--- src/rtl/sgf_pkg.sv ---
package sgf_pkg;
  typedef enum logic [1:0] {
    WR_FREE  = 2'b00,
    WR_ON_S0 = 2'b01,
    WR_OFF_A = 2'b10,
    WR_OFF_B = 2'b11
  } wr_mode_e;

  typedef enum logic [1:0] {
    RD_FREE     = 2'b00,
    RD_AFTER_S0 = 2'b01,
    RD_AFTER_S1 = 2'b10,
    RD_OFF      = 2'b11
  } rd_mode_e;

  localparam logic [1:0] SEL_CTRL = 2'd0;
  localparam logic [1:0] SEL_DLY0 = 2'd1;
  localparam logic [1:0] SEL_DLY1 = 2'd2;

  localparam int unsigned WR_LSB   = 2;
  localparam int unsigned RD_LSB   = 4;
  localparam int unsigned NUM_SYNC = 2;
endpackage

--- src/rtl/sgf_regs.sv ---
module sgf_regs
  import sgf_pkg::*;
#(
  parameter int unsigned DLY_W = 16
) (
  input  logic                               clk_i,
  input  logic                               rst_ni,
  input  logic                               cfg_we_i,
  input  logic [1:0]                         cfg_addr_i,
  input  logic [DLY_W-1:0]                   cfg_wdata_i,
  output wr_mode_e                           wr_mode_o,
  output rd_mode_e                           rd_mode_o,
  output logic                               mode_upd_o,
  output logic [NUM_SYNC-1:0][DLY_W-1:0]     dly_o
);
  wr_mode_e wr_mode_q;
  rd_mode_e rd_mode_q;
  logic [NUM_SYNC-1:0][DLY_W-1:0] dly_q;

  assign mode_upd_o = cfg_we_i && (cfg_addr_i == SEL_CTRL);

  always_ff @(posedge clk_i or negedge rst_ni) begin
    if (!rst_ni) begin
      wr_mode_q <= WR_FREE;
      rd_mode_q <= RD_FREE;
      dly_q     <= '0;
    end else if (cfg_we_i) begin
      unique case (cfg_addr_i)
        SEL_CTRL: begin
          wr_mode_q <= wr_mode_e'(cfg_wdata_i[WR_LSB +: 2]);
          rd_mode_q <= rd_mode_e'(cfg_wdata_i[RD_LSB +: 2]);
        end
        SEL_DLY0: dly_q[0] <= cfg_wdata_i;
        SEL_DLY1: dly_q[1] <= cfg_wdata_i;
        default: ;
      endcase
    end
  end

  assign wr_mode_o = wr_mode_q;
  assign rd_mode_o = rd_mode_q;
  assign dly_o     = dly_q;
endmodule

--- src/rtl/sgf_sync_timer.sv ---
module sgf_sync_timer #(
  parameter int unsigned DLY_W = 16
) (
  input  logic             clk_i,
  input  logic             rst_ni,
  input  logic             clr_i,
  input  logic             arm_i,
  input  logic             rise_i,
  input  logic [DLY_W-1:0] dly_i,
  output logic             open_o
);
  logic [DLY_W-1:0] cnt_q;
  logic             run_q;
  logic             open_q;

  always_ff @(posedge clk_i or negedge rst_ni) begin
    if (!rst_ni) begin
      cnt_q  <= '0;
      run_q  <= 1'b0;
      open_q <= 1'b0;
    end else if (clr_i) begin
      cnt_q  <= '0;
      run_q  <= 1'b0;
      open_q <= 1'b0;
    end else if (arm_i) begin
      if (run_q) begin
        if (cnt_q == DLY_W'(1)) begin
          open_q <= 1'b1;
          run_q  <= 1'b0;
        end
        cnt_q <= cnt_q - DLY_W'(1);
      end else if (!open_q && rise_i) begin
        // zero delay opens on the edge after detection
        if (dly_i == '0) begin
          open_q <= 1'b1;
        end else begin
          run_q <= 1'b1;
          cnt_q <= dly_i;
        end
      end
    end
  end

  assign open_o = open_q;
endmodule

--- src/rtl/sgf_fifo.sv ---
module sgf_fifo #(
  parameter int unsigned DW    = 16,
  parameter int unsigned DEPTH = 16
) (
  input  logic          clk_i,
  input  logic          rst_ni,
  input  logic          push_i,
  input  logic [DW-1:0] wdata_i,
  input  logic          pop_i,
  output logic [DW-1:0] rdata_o,
  output logic          rvalid_o,
  output logic          full_o,
  output logic          empty_o
);
  localparam int unsigned AW = (DEPTH > 1) ? $clog2(DEPTH) : 1;

  logic [DW-1:0] mem_q [DEPTH];
  logic [AW:0]   wp_q;
  logic [AW:0]   rp_q;

  assign empty_o = (wp_q == rp_q);
  assign full_o  = (wp_q[AW] != rp_q[AW]) && (wp_q[AW-1:0] == rp_q[AW-1:0]);

  always_ff @(posedge clk_i) begin
    if (push_i) mem_q[wp_q[AW-1:0]] <= wdata_i;
  end

  always_ff @(posedge clk_i or negedge rst_ni) begin
    if (!rst_ni) begin
      wp_q     <= '0;
      rp_q     <= '0;
      rdata_o  <= '0;
      rvalid_o <= 1'b0;
    end else begin
      rvalid_o <= pop_i;
      if (push_i) wp_q <= wp_q + 1'b1;
      if (pop_i) begin
        rp_q    <= rp_q + 1'b1;
        rdata_o <= mem_q[rp_q[AW-1:0]];
      end
    end
  end
endmodule

--- src/rtl/sync_gate_fifo.sv ---
module sync_gate_fifo
  import sgf_pkg::*;
#(
  parameter int unsigned DW    = 16,
  parameter int unsigned DEPTH = 16,
  parameter int unsigned DLY_W = 16
) (
  input  logic             clk_i,
  input  logic             rst_ni,
  input  logic             cfg_we_i,
  input  logic [1:0]       cfg_addr_i,
  input  logic [DLY_W-1:0] cfg_wdata_i,
  input  logic             sync0_i,
  input  logic             sync1_i,
  input  logic             in_valid_i,
  input  logic [DW-1:0]    in_data_i,
  output logic             full_o,
  input  logic             rd_req_i,
  output logic             out_valid_o,
  output logic [DW-1:0]    out_data_o,
  output logic             empty_o,
  output logic             ovf_o,
  output logic             udf_o
);
  wr_mode_e wr_mode;
  rd_mode_e rd_mode;
  logic     mode_upd;
  logic [NUM_SYNC-1:0][DLY_W-1:0] dly;
  logic [NUM_SYNC-1:0] sync_vec, sync_q, rise, rd_open;
  logic wr_open, wr_en, rd_en, push_try, pop_try, push, pop;

  sgf_regs #(.DLY_W(DLY_W)) u_regs (
    .clk_i, .rst_ni, .cfg_we_i, .cfg_addr_i, .cfg_wdata_i,
    .wr_mode_o(wr_mode), .rd_mode_o(rd_mode), .mode_upd_o(mode_upd), .dly_o(dly)
  );

  assign sync_vec = {sync1_i, sync0_i};

  always_ff @(posedge clk_i or negedge rst_ni) begin
    if (!rst_ni) sync_q <= '0;
    else         sync_q <= sync_vec;
  end

  assign rise = sync_vec & ~sync_q;

  // write arming is a zero-delay timer on sync0
  sgf_sync_timer #(.DLY_W(DLY_W)) u_wr_arm (
    .clk_i, .rst_ni, .clr_i(mode_upd), .arm_i(wr_mode == WR_ON_S0),
    .rise_i(rise[0]), .dly_i('0), .open_o(wr_open)
  );

  for (genvar g = 0; g < NUM_SYNC; g++) begin : g_rd_tmr
    sgf_sync_timer #(.DLY_W(DLY_W)) u_tmr (
      .clk_i, .rst_ni, .clr_i(mode_upd),
      .arm_i(rd_mode == rd_mode_e'(2'(g + 1))),
      .rise_i(rise[g]), .dly_i(dly[g]), .open_o(rd_open[g])
    );
  end

  assign wr_en = (wr_mode == WR_FREE) || ((wr_mode == WR_ON_S0) && wr_open);

  always_comb begin
    unique case (rd_mode)
      RD_FREE:     rd_en = 1'b1;
      RD_AFTER_S0: rd_en = rd_open[0];
      RD_AFTER_S1: rd_en = rd_open[1];
      default:     rd_en = 1'b0;
    endcase
  end

  assign push_try = in_valid_i && wr_en;
  assign pop_try  = rd_req_i && rd_en;
  assign push     = push_try && !full_o;
  assign pop      = pop_try && !empty_o;

  sgf_fifo #(.DW(DW), .DEPTH(DEPTH)) u_fifo (
    .clk_i, .rst_ni, .push_i(push), .wdata_i(in_data_i), .pop_i(pop),
    .rdata_o(out_data_o), .rvalid_o(out_valid_o), .full_o, .empty_o
  );

  always_ff @(posedge clk_i or negedge rst_ni) begin
    if (!rst_ni) begin
      ovf_o <= 1'b0;
      udf_o <= 1'b0;
    end else begin
      if (push_try && full_o) ovf_o <= 1'b1;
      if (pop_try && empty_o) udf_o <= 1'b1;
    end
  end
endmodule

--- config.mk ---
export PLATFORM = sky130hd
export DESIGN_NAME = sync_gate_fifo
export DESIGN_NICKNAME = d
export VERILOG_FILES = /design/src/rtl/sgf_pkg.sv /design/src/rtl/sgf_regs.sv /design/src/rtl/sgf_sync_timer.sv /design/src/rtl/sgf_fifo.sv /design/src/rtl/sync_gate_fifo.sv
export SDC_FILE = /design/constraint.sdc
export NUM_CORES = 1
export LEC_CHECK = 0
export ABC_AREA = 1
export BUFFER_PORTS_ARGS = -buffer_cell sky130_fd_sc_hd__buf_2
export CORE_MARGIN = 4
export CORE_UTILIZATION = 39
export CTS_CLUSTER_DIAMETER = 100
export DETAILED_ROUTE_END_ITERATION = 8
export PLACE_DENSITY = 0.62
export SYNTH_ARGS = -nofsm -noshare
export SYNTH_HDL_FRONTEND = slang
export SYNTH_SLANG_ARGS = --single-unit
export TNS_END_PERCENT = 1
--- constraint.sdc ---
create_clock -name clk_i -period 2.2 [get_ports clk_i]
set_input_delay 0.22 -clock clk_i [delete_from_list [all_inputs] [get_ports clk_i]]
set_output_delay 0.22 -clock clk_i [all_outputs]
set_load 0.02 [all_outputs]
==> metrics.log, run 1 <==
INFO  metric netlist.area_leader.share = 45.4%
INFO  metric cp-start-kind = flip-flop
INFO  metric drt-pass1-iter-count = 5
INFO  metric setup_violations = 0
INFO  metric critPathKind = reg -> out
INFO  metric static-leakage-power = 8.13 nW
INFO  metric global_route.usage.total = 18.9%
INFO  metric drtAntennaViolNets = 0
INFO  metric ctsLongestPathBuffers = 3
INFO  metric slowest_stage = dfrtp_4
INFO  metric fmax = about 470 MHz
INFO  metric power.total = 25.0 mW
INFO  metric hold_path_class = in -> reg
INFO  metric synth_top_area_cell = edfxtp_1
INFO  metric first_pass_grt_wire_length = between 60000 and 70000 um
INFO  metric vias_per_cell = 5.08
INFO  metric die-height = 216 um
INFO  metric ys_ff_latch = 377
INFO  metric crit_chain = xor2_1 -> nor2_1 -> nand3_1 -> inv_1 -> buf_2
INFO  metric synth-seq-area-share = 63.3%
INFO  metric critPathCaptureType = output pin
INFO  metric maxSlewHeadroom = 33.9%
INFO  metric die_area = 46800 sq um
INFO  metric fin_crit_sh = 96.9%
INFO  metric placed_cell_area = 17900 sq um
INFO  metric floorplan.initialDensity = 39.4%
INFO  metric gp_routability_congestion = 0.858
INFO  metric synth_cell_types = 37
INFO  metric postRouteWirelength = 44900 um
INFO  metric dr_wl_cell = 18.1 um
INFO  metric tritoncts = yes
INFO  metric slowest_cell_delay_on_critical_path = ~520 ps
INFO  metric peakVddDrop = 848 uV
INFO  metric cap_violations = 0
INFO  metric timing.final.hold_violations = 0
INFO  metric worstPathRequired = 1980 ps
INFO  metric via_count_of_the_first_global_routing_pass = 12197
INFO  metric total_overflow_reported_by_the_global_router = 0
INFO  metric grt_start_max_net_pins = 66
INFO  metric critPathBufInv = 2
INFO  metric boundaryPins = 62
INFO  metric cts_num_sinks = ~380
INFO  metric critPathArrivalTime = 1910 ps
INFO  metric clock_latency = 560 ps
INFO  metric final_design_area_no_fill = just under 20000 sq um
INFO  metric num_vias = 12643
INFO  metric post_route_cells_drive_above_1_share = 9.99%
INFO  metric synth-warning-count = 0
INFO  metric dp.final_hpwl = a little under 30000 um
INFO  metric count_of_port_buffers_added_during_placement = 61
INFO  metric period_needed = 2130 ps
INFO  metric clock-skew-final = 24.5 ps
INFO  metric synth.net_count = 1836
INFO  metric worstMarginPinSlew = 987 ps
INFO  metric fp.coreArea = 43000 sq um
INFO  metric maxSlewViolCount = 0
INFO  metric result_of_the_run = finished, final reports clean
INFO  metric cts.htree.levels = 2
INFO  metric detail_route.drc_violations = 0
INFO  metric row_count = 76
INFO  metric synthesis.area_per_instance = ~9.5 sq um
INFO  metric unrepaired_setup_endpoints_after_global_routing = false
INFO  metric dr.first_iter.drc_count = 1324
INFO  metric cts_inserted_buffers = 39
INFO  metric clockRootBuffer = clkbuf_16
INFO  metric power_density = 1290 nW/um^2
INFO  metric fp.dieW = 216 um
INFO  metric area_delta_synth_final = 14.5%
INFO  metric timing.critical_path.fanout_max = 5
INFO  metric synthesis.instances = 1784
INFO  metric synth.top_cells.by_area = edfxtp_1, dfrtp_1, nand2_1
INFO  metric kind_of_cell_with_the_highest_combined_delay_on_the_critical_path = flip-flops
INFO  metric nets = 1924
INFO  metric clk_transition_reported_paths = 60 ps
INFO  metric initial_antenna_violation_count = 1
INFO  metric syn-cell-area = ~17000 sq um
-- registers in the layout, indices dropped and copies added (netlist names) --
| register | cells |
|---|---|
| g_rd_tmr.u_tmr.cnt_q | 32 |
| ovf_o | 1 |
| u_fifo.mem_q | 256 |
| u_fifo.rp_q | 5 |
| u_fifo.rvalid_o | 1 |
| sync_q | 2 |
| u_wr_arm.open_o | 1 |
| u_wr_arm.run_q | 1 |
| u_fifo.wp_q | 5 |
| g_rd_tmr.u_tmr.run_q | 2 |
| u_regs.dly_o | 32 |
| u_regs.rd_mode_o | 2 |
| g_rd_tmr.u_tmr.open_o | 2 |
| u_wr_arm.cnt_q | 16 |
| u_fifo.rdata_o | 16 |
| u_regs.wr_mode_o | 2 |
| udf_o | 1 |
-- per-layer routing --
layer	track usage [%]	vias up	wire, um
met5	0	-	0
met4	6.10	0	1390
met3	3.06	82	3040
met2	30.2	427	20700
met1	26.6	6076	19900
li1	-	6058	-
-- cells in the final DEF (no fill, tap or decap), types with 4 or more instances in the layout --
cell / n
a21oi_1: 10
buf_12: 6
buf_2: 59
buf_4: 41
clkbuf_1: 7
clkbuf_16: 40
clkbuf_8: 4
clkinv_1: 9
clkinv_2: 5
dfrtp_1: 119
dlygate4sd3_1: 15
edfxtp_1: 256
ha_1: 11
inv_1: 95
mux2i_1: 4
nand2_1: 583
nand2_2: 6
nand3_1: 113
nand3b_1: 7
nand4_1: 7
nor2_1: 244
nor3_1: 4
nor3b_1: 4
o21ai_0: 158
o21ai_1: 39
or2_2: 8
xnor2_1: 5
xor2_1: 13
-- repair_timing --
action                                  in CTS  in global routing
pin swaps                                    0                  2
gates cloned                                 0                  0
resized for setup                            2                  1
hold buffers                                15                  0
endpoints found under the setup margin       1                  2
hold endpoints to repair                    53                  0
buffers inserted                             0                  0
-- worst register-to-register path: stages (launching register included) --
cell	delay [ps]
dfrtp_1	390
inv_1	80
nand2_1	50
a21oi_1	410
nand2_2	110
buf_4	170
nor2_1	230
buf_4	320
-- where the power goes --
part / leakage (nW) / internal, mW / switching (mW)
Clock: 0.611 / 3.83 / 2.78
Sequential: 3.84 / 8.65 / 0.860
Combinational: 3.69 / 2.77 / 6.08
-- per-stage QoR --
step / util [%] / hold WS (ps) / setup TNS (ps) / setup WS [ps] / std cells
final: 45.1 / 27.9 / 0 / 67.6 / 2487
after global routing: 45.1 / 36.8 / 0 / 1.30 / 2486
after CTS: 45.1 / 3.58 / 0 / 7.69 / 2486
after detailed placement: 41.8 / 235 / 0 / 134 / 2401
after global placement: 41.8 / 237 / 0 / 117 / 2401
after floorplan: - / -75.6 / -13890 / -68.5 / 1784
-- cell type report --
cell class / instances / area (sq um)
fillers: 4109 / 23600
flip-flops and latches: 377 / 10700
multi-input cells: 1231 / 5390
clock buffers: 51 / 1080
repair buffers: 121 / 873
well taps: 585 / 732
inverters: 102 / 387
clock inverters: 19 / 184
diodes: 1 / 2.50
-- synth_stat cells, drive strengths merged --
master	n
or2	9
buf	54
nor2	248
ha	11
nand3	114
dfrtp	121
edfxtp	256
xor2	13
and3	1
a21o	2
mux2i	4
nand4	7
nor3	4
clkbuf	20
a21oi	10
nand2	589
o21ai	199
inv	100
nand3b	7
and2	1
clkinv	2
o22ai	2
xnor2	5
a31oi	1
nor3b	4
-- logic make-up after synthesis --
| family | count (synthesis) | share of synthesized area (%) |
|---|---|---|
| AOI/OAI and AO/OA | 214 | 6.47 |
| buffers and inverters | 176 | 4.84 |
| and+or+nand+nor | 984 | 23.4 |
| DFF | 377 | 63.3 |
| xor gates and xnor gates | 18 | 0.932 |
| adders and majority gates | 11 | 0.813 |
| muxes | 4 | 0.237 |
-- final timing paths --
| kind | from | to | slack [ps] | depth (start not counted) |
|---|---|---|---|---|
| max in group asynchronous | rst_ni | u_fifo.rvalid_o$_DFF_PN0_ | 1300 | 3 |
| max | u_fifo.rp_q[0]$_DFFE_PN0P_ | empty_o | 70 | 5 |
| min | cfg_wdata_i[3] | u_regs.dly_o[19]$_DFFE_PN0P_ | 30 | 3 |
| max reg2reg | u_regs.wr_mode_o[1]$_DFFE_PN0P_ | u_fifo.mem_q[11][1]$_DFFE_PP_ | 140 | 7 |
| min reg2reg | u_wr_arm.run_q$_DFFE_PN0P_ | u_wr_arm.run_q$_DFFE_PN0P_ | 470 | 2 |
| min in group asynchronous | rst_ni | u_fifo.rdata_o[10]$_DFFE_PN0P_ | 210 | 2 |
Power figures use the tool's default switching activity.
==> run 2: changes to the inputs <==
Settings changed: CELL_PAD_IN_SITES_DETAIL_PLACEMENT set to 0, CELL_PAD_IN_SITES_GLOBAL_PLACEMENT set to 1, PLACE_DENSITY 0.62 to 0.66, RECOVER_POWER set to 25.
==> run 2 against run 1 <==
Compared with the run above: sequential share of layout area fell by 1.2 points; final cell count rose by 0.76%; utilization rose by 1.0 points; clock power rose by 3.8%; critical endpoint is now full_o; highest routed layer unchanged.
==> metrics.log, run 2 (same netlist as run 1, synthesis figures left out) <==
INFO  metric result_of_the_run = finished, final reports clean
INFO  metric number_of_flip_flops_in_the_largest_register = 256 (unchanged)
INFO  metric count_of_port_buffers_added_during_placement = 61 (unchanged)
INFO  metric die-height = 216 um (unchanged)
INFO  metric detail_route.drc_violations = 0 (unchanged)
INFO  metric die_area = 46800 sq um (unchanged)
INFO  metric maxSlewHeadroom = 41.8% (+7.9 points)
INFO  metric clk_transition_reported_paths = 60 ps (about the same)
INFO  metric critPathCaptureType = output pin
INFO  metric cap_violations = 0 (unchanged)
INFO  metric fmax = 481 MHz (+2.5%)
INFO  metric global_route.usage.total = 18.8% (-0.10 points)
INFO  metric cpMostUsedCell = buf_4
INFO  metric slowest_cell_delay_on_critical_path = 500 ps (-20 ps)
INFO  metric critPathArrivalTime = 1860 ps (-50 ps)
INFO  metric total_overflow_reported_by_the_global_router = 0 (unchanged)
INFO  metric crit_chain = xor2_1 -> nor2_1 -> nand3_1 -> buf_4 -> inv_2 -> buf_4
INFO  metric boundaryPins = 62 (unchanged)
INFO  metric critPathKind = reg -> out
INFO  metric row_count = 76 (unchanged)
INFO  metric timing.critical_path.fanout_max = 4 (-1)
INFO  metric num_vias = 12302 (-2.7%)
INFO  metric area_delta_synth_final = 17.0%
INFO  metric holdPathStages = 3 (unchanged)
INFO  metric final_layout_fill_cell_count = 4176 (+1.6%)
INFO  metric first_pass_grt_wire_length = 69100 um (-0.75%)
INFO  metric nets = 1938 (+0.73%)
INFO  metric numPlacedInstances = 2405 (+0.17%)
INFO  metric via_count_of_the_first_global_routing_pass = 12153 (-0.36%)
INFO  metric drt-pass1-iter-count = 6 (+1)
INFO  metric setup_violations = 0 (unchanged)
INFO  metric clock_latency = 570 ps (about the same)
INFO  metric insertedDiodeCount = 0 (-1)
INFO  metric initial_antenna_violation_count = 0 (-1)
INFO  metric ctsLongestPathBuffers = 3 (unchanged)
INFO  metric cts.htree.levels = 2 (unchanged)
INFO  metric period_needed = 2080 ps (-53.0 ps)
INFO  metric floorplan.initialDensity = 39.4% (unchanged)
INFO  metric slowest_stage = dfrtp_4
INFO  metric critPathBufInv = 3 (+1)
INFO  metric timing.final.hold_violations = 0 (unchanged)
INFO  metric cts_inserted_buffers = 43 (+10%)
INFO  metric final_critical_path_setup_slack = 121 ps (+53.0 ps)
INFO  metric drtAntennaViolNets = 0 (unchanged)
INFO  metric layout_common_cells = nand2_1, edfxtp_1, nor2_1, o21ai_0, dfrtp_1
INFO  metric vias_per_cell = 4.91 (-3.4%)
INFO  metric post_route_cells_drive_above_1_share = 10.6% (+0.62 points)
INFO  metric power_density = 1270 nW/um^2 (-1.2%)
INFO  metric hold_path_class = in -> reg
INFO  metric fin_crit_sh = 94.5% (-2.4 points)
INFO  metric postRouteWirelength = 43800 um (-2.6%)
INFO  metric dr_wl_cell = 17.5 um (-3.3%)
INFO  metric peakVddDrop = 579 uV (-32%)
INFO  metric kind_of_cell_with_the_highest_combined_delay_on_the_critical_path = flip-flops
INFO  metric dr.first_iter.drc_count = 920 (-31%)
INFO  metric static-leakage-power = 8.24 nW (+1.3%)
INFO  metric worstMarginPinSlew = 870 ps (-118 ps)
INFO  metric fp.coreArea = 43000 sq um (unchanged)
INFO  metric totalNegativeSetupSlack = 0 ps (unchanged)
INFO  metric clockRootBuffer = clkbuf_16
INFO  metric gp_routability_congestion = 0.809 (-5.8%)
INFO  metric crit_cells = 6 (+1)
INFO  metric clock-skew-final = 14.7 ps (-9.82 ps)
INFO  metric depth_of_the_worst_register_to_register_path = 9 (+2)
INFO  metric tritoncts = yes
INFO  metric fp.dieW = 216 um (unchanged)
INFO  metric grt_start_max_net_pins = 77 (+17%)
INFO  metric cts_num_sinks = 377 (unchanged)
INFO  metric worstPathRequired = 1980 ps (about the same)
INFO  metric dp.final_hpwl = 27100 um (-7.2%)
INFO  metric unrepaired_setup_endpoints_after_global_routing = false
INFO  metric post_placement_worst_setup_slack = 188 ps (+54.1 ps)
INFO  metric cp-start-kind = flip-flop
INFO  metric hold_ws = 40.5 ps (+12.6 ps)
INFO  metric layout.cells.non_filler = 2506 (+0.76%)
INFO  metric most_common_library_cell_in_the_layout_ignoring_fill_and_taps = nand2_1
INFO  metric maxSlewViolCount = 0 (unchanged)
==> run 2: cell count changes in the layout (fill, tap and decap cells not counted), moves of 14 or more <==
| cell | change |
|---|---|
| clkbuf_1 | +18 |
| buf_12 | +16 |
| nor2_1 | -15 |
| nor2_2 | +15 |
| buf_2 | -14 |
| buf_4 | -14 |
==> run 2: metrics by stage <==
| step | instance area, sq um | util, % | total power [mW] |
|---|---|---|---|
| 2_1_floorplan | 16900 | - | 15.7 |
| 3_3_place_gp | 18200 | 42.4 | 18.4 |
| 4_1_cts | 19800 | 46.0 | 25.4 |
| 3_5_place_dp | 18200 | 42.4 | 18.4 |
| 6_report | 19800 | 46.1 | 25.2 |
| 5_1_grt | 19800 | 46.1 | 27.2 |
==> run 2: metal layers <==
layer,track usage [%],share of wire [%]
met1,26.2,46
met2,31.1,48
met3,3.22,4.6
met4,4.27,1.9
met5,0,0
==> run 2: final cells by class <==
type                    count  area, sq um  share of cell area, %
clock inverters            26          219                   1.11
inverters                 102          395                   2.00
well taps                 585          732                   3.70
repair buffers            131         1190                   5.99
multi-input cells        1231         5430                   27.4
clock buffers              54         1120                   5.64
flip-flops and latches    377        10700                   54.1
==> run 2: report_power, final <==
part | leakage [nW] | total, mW | internal, mW | switching [mW]
sequential | 3.84 | 9.47 | 8.65 | 0.818
clock | 0.647 | 6.85 | 3.88 | 2.97
combinational | 3.76 | 8.91 | 3.00 | 5.90
==> run 2: what timing repair did <==
action                                  in CTS  in global routing
hold buffers                                19                  0
pin swaps                                    0                  2
gates cloned                                 0                  1
setup buffers                                1                  0
resized for setup                            2                  8
endpoints found under the setup margin       1                  9
endpoints found under the hold margin      145                  0
==> run 2: final timing paths <==
path / from / end / slack (ps)
setup / recovery: u_fifo.rp_q[0]$_DFFE_PN0P_ / full_o / 120
hold / removal: cfg_wdata_i[2] / u_regs.wr_mode_o[0]$_DFFE_PN0P_ / 40
setup reg to reg: u_fifo.rp_q[3]$_DFFE_PN0P_ / u_fifo.rdata_o[2]$_DFFE_PN0P_ / 230
hold reg to reg: ovf_o$_DFFE_PN0P_ / ovf_o$_DFFE_PN0P_ / 450
max in group asynchronous: rst_ni / u_fifo.rp_q[0]$_DFFE_PN0P_ / 1340
min in group asynchronous: rst_ni / g_rd_tmr[0].u_tmr.cnt_q[12]$_DFFE_PN0P_ / 120
==> run 2: worst min-delay path, stage by stage <==
cell and delay (ps):
buf_2 80, inv_1 100, o21ai_0 170
==> run 3: changes to the inputs <==
Clock period 2.2 ns to 1.8 ns, I/O delays scaled along.
==> run 3 against run 2 <==
Compared with the run above: the run now ends with negative setup slack left; worst hold slack improved by 38 ps; critical path type unchanged; highest routed layer unchanged; final cell count grew 1.9%; combinational power increased by 38%; global-route usage rose by 0.68 points; final area rose by 4.2%; sequential power grew 22%; first-iteration DRC count shrank 4.3%; register-to-register slack got worse by 300 ps; clock-buffer cell count increased by 9; sequential share of layout area shrank 2.2 points; wire length increased by 4.7%; sequential cell count unchanged.
==> metrics.log, run 3 (same netlist as run 1, synthesis figures left out) <==
INFO  metric result_of_the_run = finished with violations
INFO  metric failed_checks = negative setup slack
INFO  metric ctsLongestPathBuffers = 3 (unchanged)
INFO  metric clock-skew-final = 18.0 ps (+3.24 ps)
INFO  metric reg2reg_slack = -70 ps (-300 ps)
INFO  metric via_count_of_the_first_global_routing_pass = 12385 (+1.9%)
INFO  metric static-leakage-power = 8.62 nW (+4.6%)
INFO  metric drtAntennaViolNets = 0 (unchanged)
INFO  metric period_needed = 1910 ps
INFO  metric worstMarginPinSlew = 934 ps (+64.4 ps)
INFO  metric maxSlewHeadroom = 37.7% (-4.1 points)
INFO  metric fp.dieW = 216 um (unchanged)
INFO  metric critPathKind = reg -> out
INFO  metric cap_violations = 0 (unchanged)
INFO  metric placed_cell_area = 18600 sq um (+2.0%)
INFO  metric boundaryPins = 62 (unchanged)
INFO  metric power_density = 1600 nW/um^2 (+25%)
INFO  metric critPathCaptureType = output pin
INFO  metric first_pass_grt_wire_length = 71000 um (+2.9%)
INFO  metric hold_ws = 78.2 ps (+37.8 ps)
INFO  metric maxSlewViolCount = 0 (unchanged)
INFO  metric crit_chain = xor2_2 -> nor2_4 -> nand3_2 -> buf_6 -> inv_4 -> buf_6
INFO  metric fp.coreArea = 43000 sq um (unchanged)
INFO  metric floorplan.initialDensity = 39.4% (unchanged)
INFO  metric setup_violations = 171 (+171)
INFO  metric die_area = 46800 sq um (unchanged)
INFO  metric area_delta_synth_final = 21.9%
INFO  metric nets = 1984 (+2.4%)
INFO  metric final_standard_cell_utilization_of_the_core = 48.0% (+1.9 points)
INFO  metric timing.critical_path.fanout_max = 3 (-1)
INFO  metric final_layout_fill_cell_count = 4056 (-2.9%)
INFO  metric initial_antenna_violation_count = 1 (+1)
INFO  metric hold_path_class = in -> reg
INFO  metric slowest_stage = dfrtp_4
INFO  metric post_route_cells_drive_above_1_share = 13.6% (+3.0 points)
INFO  metric drt-pass1-iter-count = 5 (-1)
INFO  metric dr.first_iter.drc_count = 880 (-4.3%)
INFO  metric detail_route.drc_violations = 0 (unchanged)
INFO  metric final_critical_path_setup_slack = -105 ps (-226 ps)
INFO  metric timing.final.hold_violations = 0 (unchanged)
INFO  metric clockRootBuffer = clkbuf_16
INFO  metric row_count = 76 (unchanged)
INFO  metric final_design_area_no_fill = 20600 sq um (+4.2%)
INFO  metric tritoncts = yes
INFO  metric num_vias = 12500 (+1.6%)
INFO  metric power.total = 32.9 mW (+30%)
INFO  metric dr_wl_cell = 18.0 um (+2.7%)
INFO  metric die-height = 216 um (unchanged)
INFO  metric vias_per_cell = 4.90 (-0.26%)
INFO  metric cts_num_sinks = 377 (unchanged)
INFO  metric grt_start_max_net_pins = 57 (-26%)
INFO  metric gp_routability_congestion = 0.797 (-1.5%)
INFO  metric slowest_cell_delay_on_critical_path = 500 ps (about the same)
INFO  metric cts.htree.levels = 2 (unchanged)
INFO  metric unrepaired_setup_endpoints_after_global_routing = true
INFO  metric post_placement_worst_setup_slack = -127 ps (-315 ps)
INFO  metric global_route.usage.total = 19.5% (+0.68 points)
INFO  metric peakVddDrop = 785 uV (+35%)
INFO  metric layout_common_cells = nand2_1, edfxtp_1, nor2_1, o21ai_0, dfrtp_1
INFO  metric total_overflow_reported_by_the_global_router = 0 (unchanged)
INFO  metric worstPathRequired = 1620 ps (-360 ps)
INFO  metric number_of_flip_flops_in_the_largest_register = 256 (unchanged)
INFO  metric clock_latency = 570 ps (about the same)
INFO  metric fin_crit_sh = 106%
INFO  metric fmax = 525 MHz
INFO  metric cts_inserted_buffers = 43 (unchanged)
INFO  metric cpMostUsedCell = buf_6
INFO  metric critPathArrivalTime = 1730 ps (-130 ps)
INFO  metric dp.final_hpwl = 28800 um (+6.6%)
INFO  metric count_of_port_buffers_added_during_placement = 61 (unchanged)
INFO  metric postRouteWirelength = 45800 um (+4.7%)
INFO  metric clk_transition_reported_paths = 60 ps (about the same)
INFO  metric cp-start-kind = flip-flop
INFO  metric most_common_library_cell_in_the_layout_ignoring_fill_and_taps = nand2_1
## run 3: cell types whose count changed in the layout (fill, tap and decap cells not counted), moves of 5 or more
cell / delta
buf_4: +23
buf_12: +11
nor2_4: +11
nor2_1: -8
clkbuf_8: +7
clkinv_1: -6
dlygate4sd3_1: +6
o21ai_0: -6
o21ai_1: +5
## run 3: power by group
group / internal, mW / total [mW] / switching [mW] / leakage [nW]
clock network: 5.52 / 9.07 / 3.55 / 0.716
logic: 4.55 / 12.3 / 7.73 / 4.07
registers: 10.6 / 11.6 / 0.991 / 3.84
total: 20.6 / 32.9 / 12.3 / 8.62
## run 3: worst max-delay path, delay by kind of cell, from the launching register on
kind / cells / cell delay [ps]
xor+xnor: 1 / 170
flops: 1 / 500
simple gates: 2 / 190
buf+inv: 3 / 300
## run 3: per-stage QoR
step	cells	TNS (ps)
final	2553	-4220
after global routing	2553	-19130
after global placement	2433	-3790
after floorplan	1784	-12090
after CTS	2543	-3210
after detailed placement	2433	-2680
## run 3: worst paths after layout
| kind | startpoint | end | cells past startpoint |
|---|---|---|---|
| max | u_fifo.rp_q[0]$_DFFE_PN0P_ | full_o | 6 |
| min | in_data_i[2] | u_fifo.mem_q[10][2]$_DFFE_PP_ | 1 |
| max reg2reg | u_fifo.rp_q[0]$_DFFE_PN0P_ | u_fifo.mem_q[7][1]$_DFFE_PP_ | 8 |
| min reg2reg | ovf_o$_DFFE_PN0P_ | ovf_o$_DFFE_PN0P_ | 1 |
| max in group asynchronous | rst_ni | g_rd_tmr[1].u_tmr.cnt_q[8]$_DFFE_PN0P_ | 3 |
| min in group asynchronous | rst_ni | u_regs.dly_o[10]$_DFFE_PN0P_ | 2 |
## run 3: area by class of cell
type                    instances  area, sq um  share of cell area, %
repair buffers                177         1750                   8.50
multi-input cells            1231         5540                   26.8
clock inverters                17          231                   1.12
inverters                     102          414                   2.01
flip-flops and latches        377        10700                   52.0
well taps                     585          732                   3.55
diodes                          1         2.50                 0.0121
clock buffers                  63         1240                   6.02
## run 3: metal layers
metal	vias up	global-route usage (%)	part of all wire, %
li1	6172	-	-
met1	5989	25.6	44
met2	282	33.7	49
met3	57	3.34	4.7
met4	0	4.76	1.9
met5	-	0	0
## run 3: timing repair
item | 4_1_cts | 5_1_grt
pin swaps | 3 | 1
gates resized for setup | 15 | 34
setup endpoints to repair | 266 | 277
hold buffers | 25 | 0
gates cloned | 1 | 3
setup buffers | 5 | 6
endpoints found under the hold margin | 248 | 0
